==> config.mk <==
export PLATFORM = sky130hd
export DESIGN_NAME = cvt_init_seq
export DESIGN_NICKNAME = d
export VERILOG_FILES = /design/src/rtl/cis_pkg.sv /design/src/rtl/cis_edge.sv /design/src/rtl/cis_period.sv /design/src/rtl/cis_zero_mux.sv /design/src/rtl/cvt_init_seq.sv
export SDC_FILE = /design/constraint.sdc
export NUM_CORES = 1
export LEC_CHECK = 0
export BUFFER_PORTS_ARGS = -buffer_cell sky130_fd_sc_hd__buf_2
export CAP_MARGIN = 40
export CORE_UTILIZATION = 38
export DETAILED_ROUTE_END_ITERATION = 7
export GPL_TIMING_DRIVEN = 0
export HOLD_SLACK_MARGIN = 0.03
export PLACE_DENSITY = 0.78
export SYNTH_ARGS = -nofsm -noshare
export SYNTH_HDL_FRONTEND = slang
export SYNTH_HIERARCHICAL = 1
export SYNTH_SLANG_ARGS = --single-unit
export TNS_END_PERCENT = 100
==> constraint.sdc <==
create_clock -name clk -period 1.6 [get_ports clk]
set_input_delay 0.32 -clock clk [delete_from_list [all_inputs] [get_ports clk]]
set_output_delay 0.32 -clock clk [all_outputs]
set_load 0.01 [all_outputs]
==> src/rtl/cis_pkg.sv <==
package cis_pkg;

  // Number of bits needed to hold a count up to len
  function automatic int cnt_bits(input int len);
    return $clog2(len + 1);
  endfunction

  // Remaining-count update for one counted sample strobe
  function automatic logic [31:0] cnt_dec(input logic [31:0] cnt);
    return (cnt == 32'd0) ? 32'd0 : cnt - 32'd1;
  endfunction

  // True when the strobe being counted is the final one
  function automatic logic cnt_last(input logic [31:0] cnt);
    return cnt == 32'd1;
  endfunction

endpackage

==> src/rtl/cis_edge.sv <==
module cis_edge #(
  parameter int N = 3
) (
  input  logic         clk,
  input  logic         rst_n,
  input  logic [N-1:0] level,
  output logic [N-1:0] rise
);
  logic [N-1:0] prev_q;

  always_ff @(posedge clk or negedge rst_n) begin
    if (!rst_n) prev_q <= '0;
    else        prev_q <= level;
  end

  assign rise = level & ~prev_q;
endmodule

==> src/rtl/cis_period.sv <==
module cis_period #(
  parameter int LEN   = 1059,
  parameter int CNT_W = cis_pkg::cnt_bits(LEN)
) (
  input  logic clk,
  input  logic rst_n,
  input  logic start,
  input  logic abort,
  input  logic tick,
  output logic busy
);
  import cis_pkg::*;

  localparam logic [31:0] LEN32 = 32'(LEN);

  logic [CNT_W-1:0] cnt_q;
  logic             busy_q;
  logic [31:0]      cnt_ext;

  assign cnt_ext = 32'(cnt_q);

  always_ff @(posedge clk or negedge rst_n) begin
    if (!rst_n) begin
      busy_q <= 1'b0;
      cnt_q  <= '0;
    end else if (abort && busy_q) begin
      busy_q <= 1'b0;
      cnt_q  <= '0;
    end else if (start && !busy_q) begin
      busy_q <= 1'b1;
      cnt_q  <= LEN32[CNT_W-1:0];
    end else if (busy_q && tick) begin
      busy_q <= !cnt_last(cnt_ext);
      cnt_q  <= CNT_W'(cnt_dec(cnt_ext));
    end
  end

  assign busy = busy_q;
endmodule

==> src/rtl/cis_zero_mux.sv <==
module cis_zero_mux #(
  parameter int DATA_W = 16,
  parameter int NCH    = 2
) (
  input  logic                   force_zero,
  input  logic [NCH-1:0][DATA_W-1:0] din,
  output logic [NCH-1:0][DATA_W-1:0] dout
);
  for (genvar c = 0; c < NCH; c++) begin : g_ch
    assign dout[c] = force_zero ? '0 : din[c];
  end
endmodule

==> src/rtl/cvt_init_seq.sv <==
module cvt_init_seq #(
  parameter int DATA_W   = 16,
  parameter int INIT_LEN = 1059
) (
  input  logic              clk,
  input  logic              rst_n,
  input  logic              fs_tick,
  input  logic              en_adc_l,
  input  logic              en_adc_r,
  input  logic              en_dac,
  input  logic [DATA_W-1:0] adc_raw_l,
  input  logic [DATA_W-1:0] adc_raw_r,
  input  logic [DATA_W-1:0] dac_in_l,
  input  logic [DATA_W-1:0] dac_in_r,
  output logic [DATA_W-1:0] adc_out_l,
  output logic [DATA_W-1:0] adc_out_r,
  output logic [DATA_W-1:0] dac_out_l,
  output logic [DATA_W-1:0] dac_out_r,
  output logic              adc_init,
  output logic              dac_init
);
  localparam int NEN   = 3;
  localparam int CNT_W = cis_pkg::cnt_bits(INIT_LEN);

  // enable vector: [0] left record, [1] right record, [2] playback
  logic [NEN-1:0] en_vec;
  logic [NEN-1:0] en_rise;
  logic adc_rise, dac_rise;
  logic adc_any, adc_start, dac_start, adc_abort, dac_abort;

  assign en_vec = {en_dac, en_adc_r, en_adc_l};

  cis_edge #(.N(NEN)) u_edge (
    .clk(clk), .rst_n(rst_n), .level(en_vec), .rise(en_rise)
  );

  assign adc_any   = en_adc_l | en_adc_r;
  assign adc_rise  = en_rise[0] | en_rise[1];
  assign dac_rise  = en_rise[2];
  assign adc_start = adc_rise & ~en_dac;
  assign dac_start = dac_rise & ~adc_any;
  assign adc_abort = ~adc_any;
  assign dac_abort = ~en_dac;

  cis_period #(.LEN(INIT_LEN), .CNT_W(CNT_W)) u_adc_per (
    .clk(clk), .rst_n(rst_n), .start(adc_start), .abort(adc_abort),
    .tick(fs_tick), .busy(adc_init)
  );

  cis_period #(.LEN(INIT_LEN), .CNT_W(CNT_W)) u_dac_per (
    .clk(clk), .rst_n(rst_n), .start(dac_start), .abort(dac_abort),
    .tick(fs_tick), .busy(dac_init)
  );

  logic [1:0][DATA_W-1:0] adc_in_v, adc_out_v, dac_in_v, dac_out_v;
  assign adc_in_v = {adc_raw_r, adc_raw_l};
  assign dac_in_v = {dac_in_r, dac_in_l};

  cis_zero_mux #(.DATA_W(DATA_W), .NCH(2)) u_adc_mux (
    .force_zero(adc_init), .din(adc_in_v), .dout(adc_out_v)
  );

  cis_zero_mux #(.DATA_W(DATA_W), .NCH(2)) u_dac_mux (
    .force_zero(dac_init), .din(dac_in_v), .dout(dac_out_v)
  );

  assign adc_out_l = adc_out_v[0];
  assign adc_out_r = adc_out_v[1];
  assign dac_out_l = dac_out_v[0];
  assign dac_out_r = dac_out_v[1];
endmodule

* Word level (Yosys, flattened, before mapping)
Cells that the tools add are included.
Storage, ports and cells: register bits 27
Operators by class: add/sub/neg operators 2, eq/ne operators 2, muxes and demuxes 18, bitwise gates (word level) 8, reductions and logical operators 14
Operator list (count):
- $mux 11 | 8
- $logic_not 32->1 | 2
- $mux 16 | 4
- $eq 11x1->1 const B | 2
- $sub 11x1->11 const B | 2
- $logic_and 1x1->1 | 6
- $mux 1 | 6
- $reduce_bool 3->1 | 2
- $logic_not 1->1 | 4
- $and 3x3->3 | 1
- $not 3->3 | 1
- $and 1x1->1 | 2
- $not 1->1 | 2
- $or 1x1->1 | 2

* Logic depth before layout (Yosys ltp)
Gate-level depths: netlist of the first run.
depth in word-level cells 7, depth in mapped cells 7, depth with buffers taken out 6

* Cells and area by module
The synthesis of the first run kept the hierarchy.
Modules (own cells, without submodules):
- cis_period | instances 2, cells each 77, area each 726.9 um^2, seq. area each 300.3 um^2
- cis_zero_mux | instances 2, cells each 35, area each 222.7 um^2, seq. area each 0.0 um^2
- cis_edge | instances 1, cells each 6, area each 116.4 um^2, seq. area each 75.1 um^2
- cvt_init_seq | instances 1, cells each 4, area each 30.0 um^2, seq. area each 0.0 um^2

* Least setup slack after synthesis of the first run
No wires, ideal clock.
path type flip-flop to flip-flop, start register u_edge.prev_q[2], end register u_dac_per.cnt_q[8], library setup time 0.078 ns, arrival time 1.722 ns, data required time 1.522 ns, path slack -0.199 ns, cell stages (with the launch flop) 8, cells stage by stage dfrtp_1 nor2b_4 nor3b_2 or2_2 clkbuf_1 nand3_1 or4_2 a21oi_1
On the way: longest elaborated chain between the ends 6, elaborated cells on any way between the ends 7
Ends and longest elaborated chain:
- from (decl) | line cis_edge.sv:9 | logic [N-1:0] prev_q;
- from (signal assigned) | line cis_edge.sv:13 | else prev_q <= level;
- $not 3->3 * | line cis_edge.sv:16 | assign rise = level & ~prev_q;
- $and 3x3->3 * | line cis_edge.sv:16
- net en_rise[2] | line cvt_init_seq.sv:27 | logic [NEN-1:0] en_rise;
- $and 1x1->1 * | line cvt_init_seq.sv:41 | assign dac_start = dac_rise & ~adc_any;
- net dac_start | line cvt_init_seq.sv:29 | logic adc_any, adc_start, dac_start, adc_abort, dac_abort;
- $logic_and 1x1->1 * | line cis_period.sv:29 | end else if (start && !busy_q) begin
- $mux 11 | line cis_period.sv:29
- $mux 11 | line cis_period.sv:26 | end else if (abort && busy_q) begin
- to (signal assigned) | line cis_period.sv:31 | cnt_q <= LEN32[CNT_W-1:0];
- to (signal assigned) | line cis_period.sv:34 | cnt_q <= CNT_W'(cnt_dec(cnt_ext));
- to (decl) | line cis_period.sv:16 | logic [CNT_W-1:0] cnt_q;
The timed path passes the listed nets; every way through them passes the cells marked *. A chain may end at the register's enable or synchronous reset.

* Final worst setup path of the first run
start register u_dac_per.cnt_q[3], end register u_dac_per.cnt_q[7]
On the way: longest elaborated chain between the ends 5, elaborated cells on any way between the ends 6
Ends and longest elaborated chain:
- $sub 11x1->11 or $logic_not 32->1 (tied branches) | line cis_pkg.sv:10 | return (cnt == 32'd0) ? 32'd0 : cnt - 32'd1;
- $mux 11 * | line cis_pkg.sv:10
- $mux 11 * | line cis_period.sv:32 | end else if (busy_q && tick) begin
- $mux 11 * | line cis_period.sv:29
- $mux 11 * | line cis_period.sv:26
Mark *: on every way between the ends. The rest lies on a longest branch, timed or not. The select of a mux whose other input is x is not followed.

==> impl_metrics.toml, run 1 <==
[yosys]
ys_ff_latch = 27
synth_top_flop_cell = "dfrtp_1"
synthesis.area_um2 = 2050
synth_cell_type_count = 36
synth_edf_count = 0
syn-num-nets = 310
ys_seq_area_frac = 0.330
yosysWarningCount = 6
syn_avg_cell_area_um2 = 8.74
synthArstFlopShare = 1.00
synthCells = 234

[routing]
drt_first_pass_iters = 4
vias = 2352
ant_nets = 0
drc = 0
drtIter0Drc = 172
wl_um = 6840
wl_per_cell_um = 14.7
viasPerCell = 5.04

[timing]
min_period_over_period = 1.15
clock_skew_ns = 0.00403
finalHoldViolCount = 0
rsz0062_at_grt = "true"
setup_viol = 17
maxSlewViolCount = 0
period_needed_ns = 1.84
tightest_slew_ns = 0.619
max_slew_margin = 0.587
max_freq_mhz = 544
fin_ws_ns = -0.240

[clocking]
ctsHoldBuffers = 0
cts.clk_slew.worst_paths_ns = 0.09
cts_max_path_buffers = 2
cts_tree = "built"
numCtsBuffers = 3
cts.sinks = 27
cts_root_buf = "clkbuf_8"
htree_levels = 1
worstSkewPairLatency_ns = 0.27

[pwr]
powerDensity_nw_per_um2 = 1290
irDropWorstVdd_mv = 0.858
power_leakage_nw = 1.65
power.total_w = 0.00416

[hold_path]
hold_path_class = "in2async"

[final_layout]
drive_gt1_frac = 0.569
nets = 474
syn_to_final_growth_pct = 58.0
postLayoutCellArea_um2 = 3230
num_antenna_cells = 0
final_util = 0.629

[run]
max-cap-violations = 0

[grt]
grt_overflow = 0
grt_busiest_layer = "met2"
grt_pass1_vias = 2064
grt_usage = 0.222
antenna_found_initial = 0
grt_util_met2 = 0.430
grt_use_met3 = 0.0278
use_met1 = 0.252
grt_pass1_wl_um = 9540
grt_max_degree = 28

[placement]
gp_congestion = 0.810
portBuffers = 135
placed_area_um2 = 2850
detailedPlacementHpwl_um = 4760

[floorplanning]
die_height_um = 75.4
dieArea_um2 = 5680
ioPinCount = 136
rows = 26
fp.dieW_um = 75.4
initial_utilization = 0.398
coreArea_um2 = 5140

[worst_setup_path]
worstSetupEndpointType = "flop"
start_kind = "flop"
worstReg2RegStart = "u_dac_per/cnt_q[3]"
cp_max_fo = 6
crit_type = "reg2reg"
critical_path.startpoint = "u_dac_per/cnt_q[3]"
crit_arrival_ns = 2.04
worstPathRequired_ns = 1.80

[outcome]
violations = "setup timing"
outcome = "finished, violations left"
logic make-up after synthesis:
| family | synth area share |
|---|---|
| simple gates | 0.445 |
| buf+inv | 0.0495 |
| flops | 0.330 |
| xor+xnor | 0.0343 |
| fa+ha+maj | 0.0367 |
| compound gates | 0.104 |
cells in the final DEF, fill, tap and decap left out, drive strengths merged, types with 4 or more instances in the layout:
cell type	netlist	routed
or3	8	8
or2	6	6
nand4	6	6
ha	6	6
o311ai	4	4
or4	6	6
nor4	6	6
o31ai	6	6
nand3	8	8
inv	13	13
nor2b	67	67
nor2	11	11
clkbuf	2	5
and3	4	4
buf	6	166
a21oi	8	8
xor2	8	8
dfrtp	27	27
nand2	8	8
state kept, by name, indices dropped and copies added, names as in the netlist:
signal	count
u_dac_per/cnt_q	11
u_adc_per/busy	1
u_adc_per/cnt_q	11
u_dac_per/busy	1
u_edge/prev_q	3
cell usage after synthesis, types with 2 or more instances:
master / number / area share
ha_1: 6 / 0.037
nand3_1: 8 / 0.020
xor2_1: 8 / 0.034
or2_2: 4 / 0.012
o221ai_1: 2 / 0.0086
nand3b_1: 2 / 0.0073
or3_1: 4 / 0.012
o311ai_0: 4 / 0.017
o31ai_1: 6 / 0.022
nand4_1: 6 / 0.018
or4_2: 2 / 0.0086
nand4b_1: 2 / 0.0086
nor3_1: 2 / 0.0049
a221o_1: 2 / 0.0098
a21oi_1: 8 / 0.020
nor2b_4: 3 / 0.020
buf_4: 6 / 0.022
dfrtp_1: 27 / 0.33
inv_1: 13 / 0.024
or3_4: 4 / 0.022
nor2_1: 11 / 0.020
clkbuf_1: 2 / 0.0037
or2_0: 2 / 0.0061
and4_1: 2 / 0.0086
o211ai_1: 2 / 0.0073
a31oi_1: 2 / 0.0061
or3b_2: 2 / 0.0086
nand2b_1: 2 / 0.0061
a31o_2: 2 / 0.0086
nor4_1: 6 / 0.018
nand2_1: 8 / 0.015
and3_1: 4 / 0.012
nor2b_1: 64 / 0.20
or4_1: 4 / 0.015
metal layers:
metal / vias up / share of wire / wire length, um
li1: 1149 / - / -
met1: 1112 / 0.39 / 2690
met2: 87 / 0.54 / 3700
met3: 4 / 0.056 / 383
met4: 0 / 0.0095 / 65
met5: - / 0 / 0
timing repair:
action                     CTS  global route
pin swaps                    8             6
buffers inserted            16            10
resized for setup           15            33
setup endpoints to repair   51            64
critical path, cell delays in order (launching register included):
cell and delay (ns):
dfrtp_1 0.41, or3_4 0.39, or3_4 0.38, or4_4 0.43, a21oi_2 0.15
report_power, final:
part,internal (W),switching [W]
Sequential,0.000910,0.000266
Clock,0.000179,0.000210
Combinational,0.00131,0.00128
Total,0.00240,0.00176
area by class of cell:
type	count	area (um2)
repair buffers	161	880
plain buffers	6	48.8
multi-input cells	186	1440
well taps	70	87.6
clock buffers	4	45.0
flip-flops and latches	27	681
fillers	440	1910
inverters	13	48.8
final timing paths:
path / cells after the start / to / slack [ns]
min in group clk: 1 / u_edge/prev_q[2] / 0.20
hold reg to reg: 2 / u_adc_per/cnt_q[9] / 0.58
setup / recovery: 4 / u_dac_per/cnt_q[7] / -0.24
hold / removal: 1 / u_dac_per/cnt_q[8] / 0.05
setup reg to reg: 4 / u_dac_per/cnt_q[7] / -0.24
max in group asynchronous: 1 / u_adc_per/busy / 1.11
per-stage QoR:
step                      worst slack [ns]  instances  hold slack (ns)  TNS, ns
after global placement              -0.328        439            0.368    -4.65
after floorplan                     -0.128        234           0.0244    -1.06
after global routing                -0.258        467           0.0951    -2.77
final                               -0.240        467           0.0538    -1.86
after detailed placement            -0.362        439            0.371    -4.99
after CTS                           -0.194        457           0.0657    -1.87
No activity file was read; power rests on OpenSTA's default activity.
==> run 2, diff against run 1 <==
- SKIP_LAST_GASP: unset -> 1
==> impl_metrics.toml, run 2 (synthesis results as in run 1) <==
[timing]
setup_viol = 19
maxSlewViolCount = 0
clock_skew_ns = 0.00384
fin_ws_ns = -0.236
max_slew_margin = 0.591
tightest_slew_ns = 0.613
max_freq_mhz = 545
finalHoldViolCount = 0
rsz0062_at_grt = "true"
period_needed_ns = 1.84
min_period_over_period = 1.15

[placement]
gp_congestion = 0.810
placed_area_um2 = 2850
portBuffers = 135
detailedPlacementHpwl_um = 4760

[final_layout]
layout_commonest_cell = "buf_2"
layout_common_cells = "135 x buf_2, 61 x nor2b_1, 28 x buf_4"
largestRegisters = "u_adc_per/cnt_q x11, u_dac_per/cnt_q x11, u_edge/prev_q x3"
final_util = 0.625
syn_to_final_growth_pct = 57.1
nets = 474
drive_gt1_frac = 0.564
postLayoutCellArea_um2 = 3210
num_antenna_cells = 0

[pwr]
power_leakage_nw = 1.65
irDropWorstVdd_mv = 0.859
power.total_w = 0.00415
p_seq_frac = 0.283
powerDensity_nw_per_um2 = 1290
power_frac_comb = 0.622
clockPowerShare = 0.095
power.switching_w = 0.00175
sw_frac_of_total = 0.423
internal_power_w = 0.00239

[routing]
viasPerCell = 5.04
vias = 2355
wl_per_cell_um = 14.6
wl_um = 6820
drt_first_pass_iters = 4
drc = 0
ant_nets = 0
drtIter0Drc = 182

[worst_setup_path]
start_kind = "flop"
crit_arrival_ns = 2.04
worstPathRequired_ns = 1.80
cp_max_fo = 6
worstSetupEndpointType = "flop"
crit_type = "reg2reg"

[clocking]
numCtsBuffers = 3
cts_tree = "built"
cts_root_buf = "clkbuf_8"
cts.clk_slew.worst_paths_ns = 0.09
htree_levels = 1
cts_max_path_buffers = 2
cts.sinks = 27
worstSkewPairLatency_ns = 0.28
ctsHoldBuffers = 0

[run]
max-cap-violations = 0

[floorplanning]
initial_utilization = 0.398
ioPinCount = 136
fp.dieW_um = 75.4
dieArea_um2 = 5680
rows = 26
die_height_um = 75.4
coreArea_um2 = 5140

[grt]
grt_overflow = 0
grt_usage = 0.222
antenna_found_initial = 0
grt_pass1_vias = 2064
grt_pass1_wl_um = 9540
grt_max_degree = 28

[outcome]
outcome = "finished, violations left"
violations = "setup timing"

[hold_path]
hold_path_class = "in2async"
## run 2: changes by cell type in the layout (fill, tap and decap cells not counted), sizes merged
cell | previous run | this run
buf | 166 | 165
clkbuf | 5 | 6
## run 2: critical path, cell delays in order (launching register included)
cell and delay [ns]:
dfrtp_1 0.41, or3_4 0.40, or3_4 0.38, or4_4 0.43
a21oi_2 0.15
## run 2: area by class of cell
cell class | instances | area [um2]
plain buffers | 6 | 48.8
flip-flops and latches | 27 | 681
repair buffers | 161 | 870
clock buffers | 4 | 45.0
multi-input cells | 186 | 1430
well taps | 70 | 87.6
fillers | 442 | 1930
inverters | 13 | 48.8
## run 2: repair_timing
action | CTS | global route
setup buffers | 16 | 10
resized for setup | 15 | 26
pin swaps | 7 | 6
setup endpoints to repair | 51 | 64
## run 2: path summary, 6_finish.rpt
path                               startpoint            endpoint  slack (ns)  cells past startpoint
setup / recovery           u_dac_per/cnt_q[3]  u_dac_per/cnt_q[7]       -0.24                      4
hold / removal                          rst_n  u_dac_per/cnt_q[8]        0.05                      1
setup reg to reg           u_dac_per/cnt_q[3]  u_dac_per/cnt_q[7]       -0.24                      4
hold reg to reg            u_dac_per/cnt_q[1]  u_dac_per/cnt_q[1]        0.58                      2
max in group asynchronous               rst_n      u_adc_per/busy        1.12                      1
min in group clk                       en_dac    u_edge/prev_q[2]        0.20                      1
## run 2: metrics by stage
stage	hold slack [ns]	TNS, ns	instances	setup WS, ns
global placement	0.368	-4.65	439	-0.328
floorplan	0.0244	-1.06	234	-0.128
CTS	0.0657	-1.91	457	-0.195
finish	0.0477	-1.89	467	-0.236
detailed placement	0.371	-4.99	439	-0.362
global route	0.0951	-2.96	467	-0.258
## run 2: power groups by stage
stage / Sequential [W] / Clock [W] / Combinational, W
5_1_grt: 0.00120 / 0.000435 / 0.00283
2_1_floorplan: 0.00112 / 0 / 0.00132
3_3_place_gp: 0.00118 / 0 / 0.00179
4_1_cts: 0.00114 / 0.000407 / 0.00221
3_5_place_dp: 0.00119 / 0 / 0.00184
6_report: 0.00118 / 0.000392 / 0.00258
## run 2: routing by layer
metal | part of all wire | GRT usage | vias to the layer above
li1 | - | - | 1150
met1 | 0.39 | 0.252 | 1118
met2 | 0.54 | 0.430 | 81
met3 | 0.056 | 0.0278 | 6
met4 | 0.011 | 0.0679 | 0
met5 | 0 | 0 | -
